--- src/rtl/rsc_pkg.sv ---
package rsc_pkg;
  typedef enum logic [1:0] {
    ST_IDLE = 2'd0,
    ST_HARD = 2'd1,
    ST_SOFT = 2'd2,
    ST_WAIT = 2'd3
  } rsc_state_e;

  localparam int STAT_W    = 3;
  localparam int STAT_POR  = 0;
  localparam int STAT_HARD = 1;
  localparam int STAT_SOFT = 2;

  typedef struct packed {
    logic       dbg;
    logic       host_en;
    logic [1:0] boot;
    logic       slave;
  } rsc_cfg_t;
endpackage

--- src/rtl/rsc_pin_filter.sv ---
module rsc_pin_filter #(
  parameter int SYNC_STAGES = 2
) (
  input  logic clk,
  input  logic rst_n,
  input  logic pin_n,
  output logic req,
  output logic quiet
);
  localparam int MSB = SYNC_STAGES - 1;

  logic [SYNC_STAGES-1:0] sync_q;
  logic                   hist_q;

  always_ff @(posedge clk or negedge rst_n) begin
    if (!rst_n) begin
      sync_q <= '1;
      hist_q <= 1'b1;
    end else begin
      sync_q <= {sync_q[SYNC_STAGES-2:0], pin_n};
      hist_q <= sync_q[MSB];
    end
  end

  // two consecutive low samples form a request; two high samples mean idle line
  assign req   = ~sync_q[MSB] & ~hist_q;
  assign quiet =  sync_q[MSB] &  hist_q;
endmodule

--- src/rtl/rsc_seq_fsm.sv ---
module rsc_seq_fsm
  import rsc_pkg::*;
#(
  parameter int HARD_CYC = 16,
  parameter int SOFT_CYC = 8
) (
  input  logic clk,
  input  logic rst_n,
  input  logic por_done,
  input  logic hard_req,
  input  logic soft_req,
  input  logic hard_quiet,
  input  logic soft_quiet,
  output logic hard_drive,
  output logic soft_drive,
  output logic hard_det,
  output logic soft_det
);
  localparam int MAXC = (HARD_CYC > SOFT_CYC) ? HARD_CYC : SOFT_CYC;
  localparam int CW   = $clog2(MAXC + 1);
  localparam logic [CW-1:0] HARD_LOAD = CW'(HARD_CYC - 1);
  localparam logic [CW-1:0] SOFT_LOAD = CW'(SOFT_CYC - 1);

  rsc_state_e    state_q, state_d;
  logic [CW-1:0] cnt_q, cnt_d;

  always_comb begin
    state_d  = state_q;
    cnt_d    = cnt_q;
    hard_det = 1'b0;
    soft_det = 1'b0;
    case (state_q)
      ST_IDLE: begin
        if (hard_req) begin
          state_d  = ST_HARD;
          cnt_d    = HARD_LOAD;
          hard_det = 1'b1;
        end else if (soft_req) begin
          state_d  = ST_SOFT;
          cnt_d    = SOFT_LOAD;
          soft_det = 1'b1;
        end
      end
      ST_HARD: begin
        if (!por_done) begin
          cnt_d = HARD_LOAD;
        end else if (cnt_q == '0) begin
          state_d = ST_SOFT;
          cnt_d   = SOFT_LOAD;
        end else begin
          cnt_d = cnt_q - 1'b1;
        end
      end
      ST_SOFT: begin
        if (cnt_q == '0) state_d = ST_WAIT;
        else             cnt_d   = cnt_q - 1'b1;
      end
      ST_WAIT: begin
        if (hard_quiet && soft_quiet) state_d = ST_IDLE;
      end
      default: state_d = ST_IDLE;
    endcase
  end

  always_ff @(posedge clk or negedge rst_n) begin
    if (!rst_n) begin
      state_q <= ST_HARD;
      cnt_q   <= HARD_LOAD;
    end else begin
      state_q <= state_d;
      cnt_q   <= cnt_d;
    end
  end

  assign hard_drive = (state_q == ST_HARD);
  assign soft_drive = (state_q == ST_HARD) || (state_q == ST_SOFT);

  AST_HARD_HANDS_TO_SOFT: assert property (@(posedge clk) disable iff (!rst_n)
    $fell(hard_drive) |-> soft_drive);
  AST_SOFT_ENDS_ON_ZERO: assert property (@(posedge clk) disable iff (!rst_n)
    $fell(soft_drive) |-> $past(cnt_q) == '0);
  AST_HARD_WINS_TIE: assert property (@(posedge clk) disable iff (!rst_n)
    (state_q == ST_IDLE && hard_req && soft_req) |=> hard_drive);
endmodule

--- src/rtl/rsc_status_reg.sv ---
module rsc_status_reg
  import rsc_pkg::*;
(
  input  logic              clk,
  input  logic              rst_n,
  input  logic              por_done,
  input  logic              hard_det,
  input  logic              soft_det,
  input  logic              wr,
  input  logic [STAT_W-1:0] wdata,
  output logic [STAT_W-1:0] stat
);
  localparam logic [STAT_W-1:0] POR_VAL = STAT_W'(1) << STAT_POR;

  logic [STAT_W-1:0] set_v, clr_v, stat_q;

  always_comb begin
    set_v            = '0;
    set_v[STAT_HARD] = hard_det;
    set_v[STAT_SOFT] = soft_det;
    clr_v            = wr ? wdata : '0;
  end

  always_ff @(posedge clk or negedge rst_n) begin
    if (!rst_n)         stat_q <= POR_VAL;
    else if (!por_done) stat_q <= POR_VAL;
    else                stat_q <= (stat_q & ~clr_v) | set_v;
  end

  assign stat = stat_q;

  AST_POR_FLAG_ONLY_AT_POR: assert property (@(posedge clk) disable iff (!rst_n)
    (por_done && $past(por_done) && !$past(stat_q[STAT_POR])) |-> !stat_q[STAT_POR]);
endmodule

--- src/rtl/rst_seq_ctrl.sv ---
module rst_seq_ctrl
  import rsc_pkg::*;
#(
  parameter int HARD_CYC    = 16,
  parameter int SOFT_CYC    = 8,
  parameter int SYNC_STAGES = 2
) (
  input  logic              clk,
  input  logic              por_n,
  input  logic              hard_pin_n,
  input  logic              soft_pin_n,
  output logic              hard_drive,
  output logic              soft_drive,
  input  logic              strap_dbg,
  input  logic              strap_host_en,
  input  logic [1:0]        strap_boot,
  input  logic              strap_slave,
  output logic              mode_dbg,
  output logic              mode_host_en,
  output logic [1:0]        mode_boot,
  output logic              mode_slave,
  input  logic              csr_wr,
  input  logic [STAT_W-1:0] csr_wdata,
  output logic [STAT_W-1:0] rst_status
);
  logic [1:0] por_q;
  logic       por_done, por_rel;
  logic       hard_req, soft_req, hard_quiet, soft_quiet;
  logic       hard_det, soft_det;
  rsc_cfg_t   cfg_q;

  // release synchroniser: assertion is immediate, release takes two edges
  always_ff @(posedge clk or negedge por_n) begin
    if (!por_n) por_q <= 2'b00;
    else        por_q <= {por_q[0], 1'b1};
  end
  assign por_done = por_q[1];
  assign por_rel  = por_q[0] & ~por_q[1];

  always_ff @(posedge clk or negedge por_n) begin
    if (!por_n)       cfg_q <= '0;
    else if (por_rel) cfg_q <= '{dbg: strap_dbg, host_en: strap_host_en,
                                 boot: strap_boot, slave: strap_slave};
  end
  assign mode_dbg     = cfg_q.dbg;
  assign mode_host_en = cfg_q.host_en;
  assign mode_boot    = cfg_q.boot;
  assign mode_slave   = cfg_q.slave;

  rsc_pin_filter #(.SYNC_STAGES(SYNC_STAGES)) u_hard_flt (
    .clk(clk), .rst_n(por_n), .pin_n(hard_pin_n), .req(hard_req), .quiet(hard_quiet)
  );
  rsc_pin_filter #(.SYNC_STAGES(SYNC_STAGES)) u_soft_flt (
    .clk(clk), .rst_n(por_n), .pin_n(soft_pin_n), .req(soft_req), .quiet(soft_quiet)
  );

  rsc_seq_fsm #(.HARD_CYC(HARD_CYC), .SOFT_CYC(SOFT_CYC)) u_fsm (
    .clk(clk), .rst_n(por_n), .por_done(por_done),
    .hard_req(hard_req), .soft_req(soft_req),
    .hard_quiet(hard_quiet), .soft_quiet(soft_quiet),
    .hard_drive(hard_drive), .soft_drive(soft_drive),
    .hard_det(hard_det), .soft_det(soft_det)
  );

  rsc_status_reg u_stat (
    .clk(clk), .rst_n(por_n), .por_done(por_done),
    .hard_det(hard_det), .soft_det(soft_det),
    .wr(csr_wr), .wdata(csr_wdata), .stat(rst_status)
  );

  AST_POR_HOLDS_HARD: assert property (@(posedge clk) disable iff (!por_n)
    !por_done |-> hard_drive);
  AST_MODES_FROZEN: assert property (@(posedge clk) disable iff (!por_n)
    (por_q[1] && $past(por_q[1])) |-> $stable(cfg_q));
  AST_DETECT_ONLY_IDLE: assert property (@(posedge clk) disable iff (!por_n)
    $rose(rst_status[STAT_HARD]) |-> $past(!hard_drive && !soft_drive));
endmodule

--- config.mk ---
export PLATFORM = sky130hd
export DESIGN_NAME = rst_seq_ctrl
export DESIGN_NICKNAME = d
export VERILOG_FILES = /design/src/rtl/rsc_pkg.sv /design/src/rtl/rsc_pin_filter.sv /design/src/rtl/rsc_seq_fsm.sv /design/src/rtl/rsc_status_reg.sv /design/src/rtl/rst_seq_ctrl.sv
export SDC_FILE = /design/constraint.sdc
export NUM_CORES = 1
export LEC_CHECK = 0
export CAP_MARGIN = 10
export CORE_ASPECT_RATIO = 1.4
export CORE_MARGIN = 2
export CORE_UTILIZATION = 40
export CTS_CLUSTER_SIZE = 12
export DETAILED_ROUTE_END_ITERATION = 8
export GPL_TIMING_DRIVEN = 0
export PLACE_DENSITY_LB_ADDON = 0.08
export REMOVE_ABC_BUFFERS = 1
export SLEW_MARGIN = 40
export SYNTH_ARGS = -nofsm -noshare
export SYNTH_HDL_FRONTEND = slang
export SYNTH_SLANG_ARGS = --single-unit
--- constraint.sdc ---
create_clock -name clk -period 4.94 [get_ports clk]
set_input_delay 1.482 -clock clk [delete_from_list [all_inputs] [get_ports clk]]
set_output_delay 1.482 -clock clk [all_outputs]
set_load 0.1 [all_outputs]
# [Word-level counts from Yosys, hierarchy flattened]
# Index checks and enable logic that the tools add are counted.
[op_classes] addsub=1 eq_ne=9 mux=20 n_reduce_logical=7 bitwise_logic=13
[ops] cell="$mux W5" n=5
[ops] cell="$pmux W5 S3" n=1
[ops] cell="$mux W2" n=6
[ops] cell="$ne A2 B1 Y1 const B" n=4
[ops] cell="$pmux W2 S4" n=1
[ops] cell="$mux W3" n=2
[ops] cell="$and A1 B1 Y1" n=5
[ops] cell="$logic_not A5 Y1" n=1
[ops] cell="$mux W1" n=5
[ops] cell="$not A1 Y1" n=5
[ops] cell="$reduce_and A5 Y1" n=1
[ops] cell="$sub A5 B1 Y5 const B" n=1
[ops] cell="$eq A2 B2 Y1 const B" n=2
[ops] cell="$and A3 B3 Y3" n=1
[ops] cell="$ne A3 B3 Y1 const B" n=1
[ops] cell="$not A3 Y3" n=1
[ops] cell="$or A3 B3 Y3" n=1
[ops] cell="$reduce_and A3 Y1" n=1
[ops] cell="$reduce_bool A3 Y1" n=1
[ops] cell="$eq A2 B1 Y1 const B" n=1
[ops] cell="$logic_not A2 Y1" n=1
[ops] cell="$ne A2 B2 Y1 const B" n=1
[ops] cell="$logic_and A1 B1 Y1" n=1
[ops] cell="$logic_or A1 B1 Y1" n=1
[totals] ff_bits=23 elab_cells=62

# [Depth between registers and ports, before layout]
# Gate-level depths: netlist of run 1.
[depth] word_depth=7 ltp_mapped=6 ltp_nobuf=6

# [Modules after synthesis]
# From an unflattened synthesis of run 1, not the netlist that was laid out.
[unflattened] cells_unflattened=97 hier_area_um2=1109.8
[modules_own_cells] mod="rsc_seq_fsm" cells_each=62 seq_area_each_um2=181.4 n_inst=1 area_each_um2=563.0
[modules_own_cells] mod="rst_seq_ctrl" cells_each=14 seq_area_each_um2=175.2 n_inst=1 area_each_um2=249.0
[modules_own_cells] mod="rsc_pin_filter" cells_each=5 seq_area_each_um2=78.8 n_inst=2 area_each_um2=88.8
[modules_own_cells] mod="rsc_status_reg" cells_each=11 seq_area_each_um2=76.3 n_inst=1 area_each_um2=120.1

# [Worst setup path before layout of run 1]
# No wires, ideal clock.
[synth_path] path_type="reg2out" startpoint="register u_fsm.state_q[0]" endpoint="output soft_drive" slack_ps=1946 stages_incl_launch_ff=3 t_arrival_ps=1512 path_cell_list="dfstp_2 inv_1 ha_1"
[synth_via] elab_chain_cells=2 word_cells_on_any_way=3
[synth_rtl] item="from (decl)" line="rsc_seq_fsm.sv:24" source="rsc_state_e state_q, state_d;"
[synth_rtl] item="from (signal assigned)" line="rsc_seq_fsm.sv:70" source="state_q <= state_d;"
[synth_rtl] item="$eq A2 B1 Y1 or $eq A2 B2 Y1 (tied branches)" line="rsc_seq_fsm.sv:76" source="assign soft_drive = (state_q == ST_HARD) || (state_q == ST_SOFT);"
[synth_rtl] item="$logic_or A1 B1 Y1 *" line="rsc_seq_fsm.sv:76"
[synth_rtl] item="to (decl)" line="rst_seq_ctrl.sv:13" source="output logic soft_drive,"
# Every way passes the cells marked *; elsewhere a longest branch is shown, timed or not.

# [Worst setup path in the final report of run 1]
# Ends and elaborated chain as after synthesis.

==> results of run 1 <==
-- per-layer routing --
layer,GRT usage [%],share of wire [%]
met1,18.1,44
met3,1.64,3.7
met5,0,0
met4,8.11,2.1
met2,23.5,50
-- stage by stage --
stage | setup WS (ns) | std cells
after floorplan | 1.95 | 90
after global placement | 1.26 | 148
after detailed placement | 1.97 | 148
after CTS | 1.60 | 152
after global routing | 1.53 | 152
final | 1.61 | 152
-- power groups by stage --
stage	registers, mW	logic (mW)	clock network, mW
2_1_floorplan	0.332	0.335	0
6_report	0.276	0.469	0.0858
4_1_cts	0.276	0.473	0.0891
3_5_place_dp	0.279	0.473	0
3_3_place_gp	0.278	0.484	0
5_1_grt	0.281	0.510	0.0954
-- cells by family (layout without fill, tap and decap cells) --
logic type                 after synthesis  count (layout)  synth area share [%]
DFF                                     23              23                  54.1
other                                    1               1                 0.344
xor gates and xnor gates                 1               1                 0.803
and+or+nand+nor                         24              24                  12.3
AOI/OAI and AO/OA                       22              22                  15.5
buffers and inverters                    5              31                  1.72
muxes                                    8               8                  8.37
adders and majority gates                6               6                  6.88
-- sequential cells by signal, indices dropped and copies added (netlist names) --
name               cells
por_q                  2
u_soft_flt.sync_q      2
u_hard_flt.sync_q      2
u_fsm.state_q          2
u_stat.stat            3
mode_dbg               1
u_fsm.cnt_q            5
mode_slave             1
mode_host_en           1
u_hard_flt.hist_q      1
mode_boot              2
u_soft_flt.hist_q      1
-- cell usage in the layout (no fill, tap or decap), drive strengths merged --
| cell type | n |
|---|---|
| nand2 | 7 |
| a21oi | 7 |
| a22oi | 1 |
| nand4 | 1 |
| a21bo | 1 |
| clkbuf | 4 |
| nor3 | 1 |
| and2 | 1 |
| inv | 5 |
| xnor2 | 1 |
| or4b | 1 |
| nand2b | 2 |
| o2111ai | 1 |
| o21ai | 6 |
| nor2 | 5 |
| nand3 | 1 |
| nor4b | 1 |
| dfrtp | 11 |
| nor3b | 1 |
| o221a | 1 |
| ha | 6 |
| a22o | 1 |
| a311oi | 1 |
| nor2b | 3 |
| mux2 | 6 |
| o22a | 1 |
| o21a | 2 |
| mux2i | 2 |
| conb | 1 |
| dfstp | 12 |
| clkdlybuf4s50 | 11 |
| buf | 11 |
-- critical path, stage by stage (launching register included) --
cell and delay (ns):
dfstp_2 0.57, inv_1 0.09, ha_1 0.41, buf_2 0.47
-- how the worst max path moves through the flow --
| stage | to | slack [ns] |
|---|---|---|
| 5_1_grt | soft_drive | 1.53 |
| 6_report | soft_drive | 1.61 |
| 3_5_place_dp | soft_drive | 1.97 |
| 3_3_place_gp | soft_drive | 1.26 |
| 4_1_cts | soft_drive | 1.60 |
| 2_1_floorplan | soft_drive | 1.95 |
-- cell type report --
type | instances | area (um2) | area share, %
clock buffer | 4 | 26.3 | 1.98
inverter | 5 | 18.8 | 1.41
timing repair buffer | 22 | 165 | 12.4
sequential | 23 | 591 | 44.5
tap | 36 | 45.0 | 3.39
multi-input combinational | 62 | 482 | 36.3
==> reports/results.ini, run 1 <==
[status]
status=complete, no violations

[setup_path]
r2r_end=u_fsm.cnt_q[3]
rrSetupSlack_ns=3.09
critPathLaunchType=register
crit_path_end_kind=primary output
arrival_ns=1.85
worstPathMaxFanout=7
r2r-start=u_fsm.state_q[0]
ff2ff_path_depth=6
critPathLaunch=u_fsm.state_q[0]
critPathKind=register to primary output
worst_ep_required_time_ns=3.46

[pwr]
ir_worst_vdd_mv=0.300
seqPwrFrac_pct=33.3
pwr-share-clk_pct=10.3
intPower_uw=439
pwr-share-comb_pct=56.4
power.density_nw_per_um2=626
power.switching_uw=392
p_total_uw=831
netSwitchingFraction_pct=47.2
power_leakage_nw=0.572

[timing]
tightest_slew_ns=0.507
rsz0062_at_grt=false
skew_ns=0.00369
max_slew_margin_pct=66.2
whs_ns=0.367
setup_tns_ns=0
finalCriticalPeriod_ns=3.33
drv_slew=0
fin_crit_sh_pct=67.4
finalSetupViolCount=0
hold_viol=0
fmax_mhz=301

[yosys]
ys_seq_elements=23
avgSynthCellArea_um2=12.1
synthCells=90
synth_top_area_share_pct=28.9
synth_most_common_cell=dfstp_2
yosysSeqAreaShare_pct=54.1
synthTopCellsByCount=dfstp_2, dfrtp_1, nand2_1
syn_area_um2=1090
ys.flop_type=dfstp_2
synth_edf_count=0
synth.area.top_cells=dfstp_2, dfrtp_1, ha_1, mux2_2, a21oi_1
synth_top_cell_by_area=dfstp_2
ys_warn_count=0
async_flop_share_pct=100
synth.distinct_cells=32

[placement]
dp_hpwl_um=1500
numPortBuffers=22
place_area_um2=1300
gp_congestion=0.722

[clock_tree]
ctsResizeCount=0
clkLatencyLatePin_ns=0.31
htreeDepth=1
cts_buffers=3
cts_tree=yes
postCtsHoldBufs=0
clockBufferDepth=2
cts-root-buf=clkbuf_4
post_cts_buffers=0
clkTransAtPathRegs_ns=0.12
cts.sinks=23

[grt]
overflow=0
grt_max_degree=24
grt_antenna_before_repair=0
grt_pass1_vias=768
track_usage_pct=14.7
grt_pass1_wl_um=3270

[floorplanning]
num_rows=22
die-area_um2=3170
die_y_um=65.8
coreArea_um2=2620
ios=23
die_w_um=48.1
initial_core_util_pct=41.7

[worst_hold_path]
min_delay_path_depth=0
hold_path_class=register to register
hold_path_end=u_soft_flt.sync_q[1]
hp-start=u_soft_flt.sync_q[0]

[finish]
fin_nets=136
drive_gt1_share_pct=32.8
syn_to_final_growth_pct=21.7
fillerInstances=248
final_area_um2=1330
num_antenna_cells=0
utilization_pct=50.8

[drt]
num_vias=754
drc=0
postRouteAntennaNets=0
first_iter_violations=8
drtPass1Iterations=3
post_drt_wl_per_cell_um=12.9
vias_per_cell=4.96
routed_wl_um=1960

[job]
maxCapViolCount=0

(Power assumes the default switching activity.)
==> inputs of run 2 (changes only) <==
clock period = 3.4 ns   (was 4.94 ns; I/O delays follow)
==> results of run 2 <==
The final DEF is identical to that of run 1. Status: complete, no violations.
Main changes from that run: setup slack after placement 1.97 ns -> 0.890 ns; setup slack after layout 1.61 ns -> 0.534 ns; register-to-register setup slack 3.09 ns -> 1.55 ns; total power 0.831 mW -> 1.21 mW; worst IR drop on VDD 0.300 mV -> 0.436 mV
